===== src/rtl/cf_conv_array.sv =====
module cf_conv_array #(
  parameter int TAPS = 4,
  parameter int XW   = 8,
  parameter int WW   = 8,
  parameter int AW   = 18
) (
  input  logic                 clk,
  input  logic                 rst_n,
  input  logic                 smp_vld,
  input  logic signed [XW-1:0] smp_dat,
  input  logic                 wt_vld,
  input  logic signed [WW-1:0] wt_dat,
  output logic                 res_vld,
  output logic signed [AW-1:0] res_dat
);

  localparam int   PW     = (TAPS > 1) ? $clog2(TAPS) : 1;
  localparam int   PRW    = XW + WW;
  localparam logic INJ_PH = 1'((TAPS - 1) % 2);
  localparam logic [PW-1:0] LAST_IDX = PW'(TAPS - 1);

  logic          tick;
  logic [PW-1:0] ld_ptr, rot_ptr;
  logic          wt_full;
  logic signed [WW-1:0] ring [TAPS];

  logic [TAPS-1:0]      xs_on, xs_hit;
  logic signed [XW-1:0] xs_d [TAPS];
  logic [TAPS-1:0]      ws_on, ws_last;
  logic signed [WW-1:0] ws_d [TAPS];
  logic signed [AW-1:0] acc  [TAPS];
  logic [TAPS-1:0]      acc_hit;
  logic [TAPS-1:0]      ch_on;
  logic signed [AW-1:0] ch_d [TAPS];

  logic [TAPS-1:0]       meet, fin, hit_sum;
  logic signed [PRW-1:0] prod [TAPS];
  logic signed [AW-1:0]  sum  [TAPS];

  wire slot_x = (tick == 1'b0);
  wire inj    = wt_full && (tick == INJ_PH);

  // weight ring: load in tap order, then rotate from the last tap down
  always_ff @(posedge clk or negedge rst_n) begin
    if (!rst_n) begin
      tick    <= 1'b0;
      ld_ptr  <= '0;
      rot_ptr <= LAST_IDX;
      wt_full <= 1'b0;
      for (int i = 0; i < TAPS; i++) ring[i] <= '0;
    end else begin
      tick <= ~tick;
      if (wt_vld) begin
        ring[ld_ptr] <= wt_dat;
        ld_ptr <= (ld_ptr == LAST_IDX) ? '0 : ld_ptr + 1'b1;
        if (ld_ptr == LAST_IDX) wt_full <= 1'b1;
      end
      if (inj) rot_ptr <= (rot_ptr == '0) ? LAST_IDX : rot_ptr - 1'b1;
    end
  end

  for (genvar c = 0; c < TAPS; c++) begin : g_cell
    assign meet[c]    = xs_on[c] && ws_on[c];
    assign fin[c]     = meet[c] && ws_last[c];
    assign prod[c]    = PRW'(xs_d[c]) * PRW'(ws_d[c]);
    assign sum[c]     = acc[c] + AW'(prod[c]);
    assign hit_sum[c] = acc_hit[c] | xs_hit[c];

    always_ff @(posedge clk or negedge rst_n) begin
      if (!rst_n) begin
        xs_on[c]   <= 1'b0;
        xs_hit[c]  <= 1'b0;
        xs_d[c]    <= '0;
        ws_on[c]   <= 1'b0;
        ws_last[c] <= 1'b0;
        ws_d[c]    <= '0;
        acc[c]     <= '0;
        acc_hit[c] <= 1'b0;
        ch_on[c]   <= 1'b0;
        ch_d[c]    <= '0;
      end else begin
        if (c == 0) begin
          xs_on[c]  <= slot_x;
          xs_hit[c] <= slot_x && smp_vld;
          xs_d[c]   <= (slot_x && smp_vld) ? smp_dat : '0;
        end else begin
          xs_on[c]  <= xs_on[c-1];
          xs_hit[c] <= xs_hit[c-1];
          xs_d[c]   <= xs_d[c-1];
        end
        if (c == TAPS - 1) begin
          ws_on[c]   <= inj;
          ws_last[c] <= inj && (rot_ptr == '0);
          ws_d[c]    <= ring[rot_ptr];
        end else begin
          ws_on[c]   <= ws_on[c+1];
          ws_last[c] <= ws_last[c+1];
          ws_d[c]    <= ws_d[c+1];
        end
        if (meet[c]) begin
          acc[c]     <= fin[c] ? '0   : sum[c];
          acc_hit[c] <= fin[c] ? 1'b0 : hit_sum[c];
        end
        if (fin[c]) begin
          ch_on[c] <= hit_sum[c];
          ch_d[c]  <= sum[c];
        end else if (c == 0) begin
          ch_on[c] <= 1'b0;
          ch_d[c]  <= '0;
        end else begin
          ch_on[c] <= ch_on[c-1];
          ch_d[c]  <= ch_d[c-1];
        end
      end
    end

    if (c > 0) begin : g_link_chk
      AST_LINK_FREE: assert property (@(posedge clk) disable iff (!rst_n)
        fin[c] |-> !ch_on[c-1]);
    end
    if (c < TAPS - 1) begin : g_cross_chk
      AST_NO_CROSSING: assert property (@(posedge clk) disable iff (!rst_n)
        !(xs_on[c] && ws_on[c+1]));
    end
    AST_ACC_CLEAR: assert property (@(posedge clk) disable iff (!rst_n)
      fin[c] |=> (acc[c] == '0) && !acc_hit[c]);
  end

  assign res_vld = ch_on[TAPS-1];
  assign res_dat = ch_d[TAPS-1];

  AST_OFF_SLOT: assert property (@(posedge clk) disable iff (!rst_n)
    (smp_vld && tick) |=> !xs_hit[0]);
  AST_OUT_SPACING: assert property (@(posedge clk) disable iff (!rst_n)
    res_vld |=> !res_vld);
  AST_ONE_FINISH: assert property (@(posedge clk) disable iff (!rst_n)
    $onehot0(fin));

endmodule


===== config.mk =====
export PLATFORM = sky130hd
export DESIGN_NAME = cf_conv_array
export DESIGN_NICKNAME = d
export VERILOG_FILES = /design/src/rtl/cf_conv_array.sv
export SDC_FILE = /design/constraint.sdc
export NUM_CORES = 1
export LEC_CHECK = 0
export ABC_AREA = 1
export CAP_MARGIN = 25
export CORE_UTILIZATION = 60
export DETAILED_ROUTE_END_ITERATION = 6
export PLACE_DENSITY = 0.77
export SETUP_SLACK_MARGIN = 0.02
export SYNTH_ARGS = -nofsm -noshare
export SYNTH_HDL_FRONTEND = slang
export SYNTH_SLANG_ARGS = --single-unit

===== constraint.sdc =====
create_clock -name clk -period 5.2 [get_ports clk]
set_input_delay 0.52 -clock clk [delete_from_list [all_inputs] [get_ports clk]]
set_output_delay 0.52 -clock clk [all_outputs]
set_load 0.01 [all_outputs]

==> reports/results.txt <==
outcome: finished with violations
violated checks: negative hold slack
CP max stage delay: 0.58 ns
DP HPWL: 43600 µm
CTS tree: yes
Final Hold Viols: 9
syn avg cell area: 8.75 µm²
Layout Nets: 3190
grt ovf: 0
FILL cells: 3081
Clock Sink Count: 269
largest area contributor in the netlist: dfrtp_1
Synth Area in XOR/XNOR: 0.821%
n_diodes: 0
CP cell instances: nand2_1, clkinvlp_4, buf_4, fa_1, inv_1, fa_1, inv_1, fa_1, fa_1, ha_1, ha_1, inv_1, nor3_1, nand3_1, nand3_1, nand2_1, nand3_1, nand2_1
drt wl/cell: 17.1 µm
min cycle time layout: 4.97 ns
skew final: 0.0129 ns
die width: 200 µm
total CTS buffers: 31
Critical path buffers and inverters: 5
Cells after Synth: 2681
P&R area growth vs syn: 7.99%
library cells used by synthesis: 37
synthesized-area fraction occupied by adder cells: 36.5%
Synthesis Warnings: 0
critical path peak fanout: 9
CP dominant cell by count: fa_1
crit path DAT: 5.45 ns
Synth area leaders: dfrtp_1 (28%), fa_1 (27%), nand2_1 (11%), inv_1 (9.7%), ha_1 (9.2%)
main combinational cell family by area after synthesis: adder cells
Synth Area in Compound Gates: 5.08%
CORE AREA: 38600 µm²
CTS Root Cell: clkbuf_16
DRT Pass-1 Iters: 6
first-pass GRT wire length: 91300 µm
Rel. slew slack: 28.2%
Remaining DRCs: 0
Slew Limit Fails: 0
Routed Antenna Nets: 0
mux cell area share after synthesis: 0%
Worst Max-Slew Pin Slew: 1.08 ns
Synth Register Bits: 269
largest net degree at the start of global routing: 121
clock buffer depth: 3
io pins: 39
via count: 16900
Hold Path Class: input pin to asynchronous set/reset pin
Synth Cell Area: 23500 µm²
number of global-route vias before repair: 17900
Port Buffers: 38
CP max stage cell: dfrtp_1
initial antenna violation count: 0
max-cap violation count: 0
number of vias per cell: 5.26
final setup fails: 0
die span in y: 200 µm
Crit Path Class: flip-flop to flip-flop
Placer Congestion: 0.963
GRT Util Overall: 29.8%
Initial Utilization: 60.7%
crit end category: flip-flop
Worst-Skew Late Latency: 0.60 ns
final hold slack: -0.0317 ns
clk slew on worst S/H paths: 0.06 ns
1st-iter DRT viols: 1127
period utilization: 95.5%
CTS Hold Bufs: 0
Achievable Freq: 201 MHz
sequential cell area fraction in the yosys report: 28.7%
Setup TNS: 0 ns
Row Count: 72
Routed WL: 55100 µm
share of cells above drive strength 1: 5.33%
die area: 39900 µm²
CP top delay family: adder cells
WP data required: 5.68 ns
Synth Area in Simple Gates: 17.0%
syn_nets: 3194
startpoint types: flip-flop
RSZ-0062 raised after global routing: false
share of the synthesized area in the top cell type: 28.5%
CTS H-tree lvls: 1
-- stage by stage --
step                area (µm²)  instances  util, %  worst slack [ns]
floorplan                23500       2681        -             0.719
global placement         24200       3154     62.6             0.209
detailed placement       24200       3154     62.6             0.188
CTS                      25200       3210     65.3             0.132
global route             25300       3218     65.5            0.0294
finish                   25300       3218     65.5             0.235
-- worst register-to-register path: stages, from the launching register on --
cell	delay, ns
dfrtp_1	0.58
nand2_1	0.26
clkinvlp_4	0.20
buf_4	0.18
fa_1	0.50
inv_1	0.06
fa_1	0.53
inv_1	0.07
fa_1	0.55
fa_1	0.43
ha_1	0.29
ha_1	0.40
inv_1	0.08
nor3_1	0.25
nand3_1	0.16
nand3_1	0.11
nand2_1	0.07
nand3_1	0.07
nand2_1	0.06
-- cells in the final DEF, fill, tap and decap left out, types with 6 or more instances in the layout --
cell	synthesis	routed
nand2_1	661	661
a21oi_1	30	30
or2_2	7	7
clkdlybuf4s50_1	0	37
o21bai_1	6	6
o21ai_1	12	12
ha_1	173	173
nand3_2	7	7
a21oi_2	6	6
nor2_2	8	8
dfrtp_1	267	267
a21o_1	7	7
nand2_2	17	17
nor2_1	137	137
o22ai_1	32	32
fa_1	320	320
inv_2	8	8
buf_4	18	22
clkbuf_16	0	31
nand3_1	90	90
nand3b_1	7	7
o21ai_0	106	106
clkinvlp_4	0	6
inv_1	609	606
or2_1	10	10
xnor2_1	17	17
nand4_1	14	14
-- repair_timing --
action                                  4_1_cts  5_1_grt
buffers inserted                              0        8
resized for setup                             0        3
endpoints found under the setup margin        0       22
-- layout make-up --
type	count	area (µm²)	share of cell area, %
flip-flops and latches	269	6730	26.6
repair buffers	63	611	2.41
inverters	622	2350	9.26
multi-input cells	1690	13900	55.0
clock inverters	18	224	0.884
well taps	518	648	2.56
clock buffers	38	832	3.28
-- synth_stat cells (all sizes together) --
cell    number
ha         173
a31oi        2
nand4       14
o21bai       9
inv        617
o22ai       32
nor3         2
and2         3
dfrtp      267
nand2      678
or2         17
clkinv       5
nand3       97
a21o         7
xor2         5
a21oi       36
o21ai      120
nor2       148
o211a        3
dfstp        2
buf         25
fa         320
nand3b       7
xnor2       17
clkbuf      75
-- registers in the layout, indices dropped and copies added (netlist names), 18 cells and up --
register  count
res_dat      18
ring         32
ws_d         32
xs_d         32
ch_d         54
acc          72
-- per-layer routing --
layer	vias up	track usage, %	part of all wire (%)
met5	-	0	0
met4	0	9.53	3.5
met3	120	4.44	6.0
met2	531	51.1	50
met1	8341	39.0	41
li1	7930	-	-
-- worst paths after layout --
path	from	endpoint	slack, ns	depth (start not counted)
max in group asynchronous	rst_n	ring[29]	4.01	2
worst max-delay path	xs_d[15]	acc[34]	0.23	18
worst max register to register	xs_d[15]	acc[34]	0.23	18
worst min-delay path	rst_n	acc[51]	-0.03	1
min in group clk	xs_hit[0]	xs_hit[1]	0.38	0
worst min register to register	xs_hit[0]	xs_hit[1]	0.38	0
-- cells by family (layout without fill, tap and decap cells) --
group	count (synthesis)	after routing
AO/OA/AOI/OAI	209	209
AND/OR/NAND/NOR	966	966
flip-flops	269	269
adder cells (fa/ha/maj)	493	493
XOR/XNOR	22	22
buffers and inverters	722	741
Power is left out: the tool's default activity adds up to more than one toggle a clock period on the data nets, which glitch-free logic cannot reach.
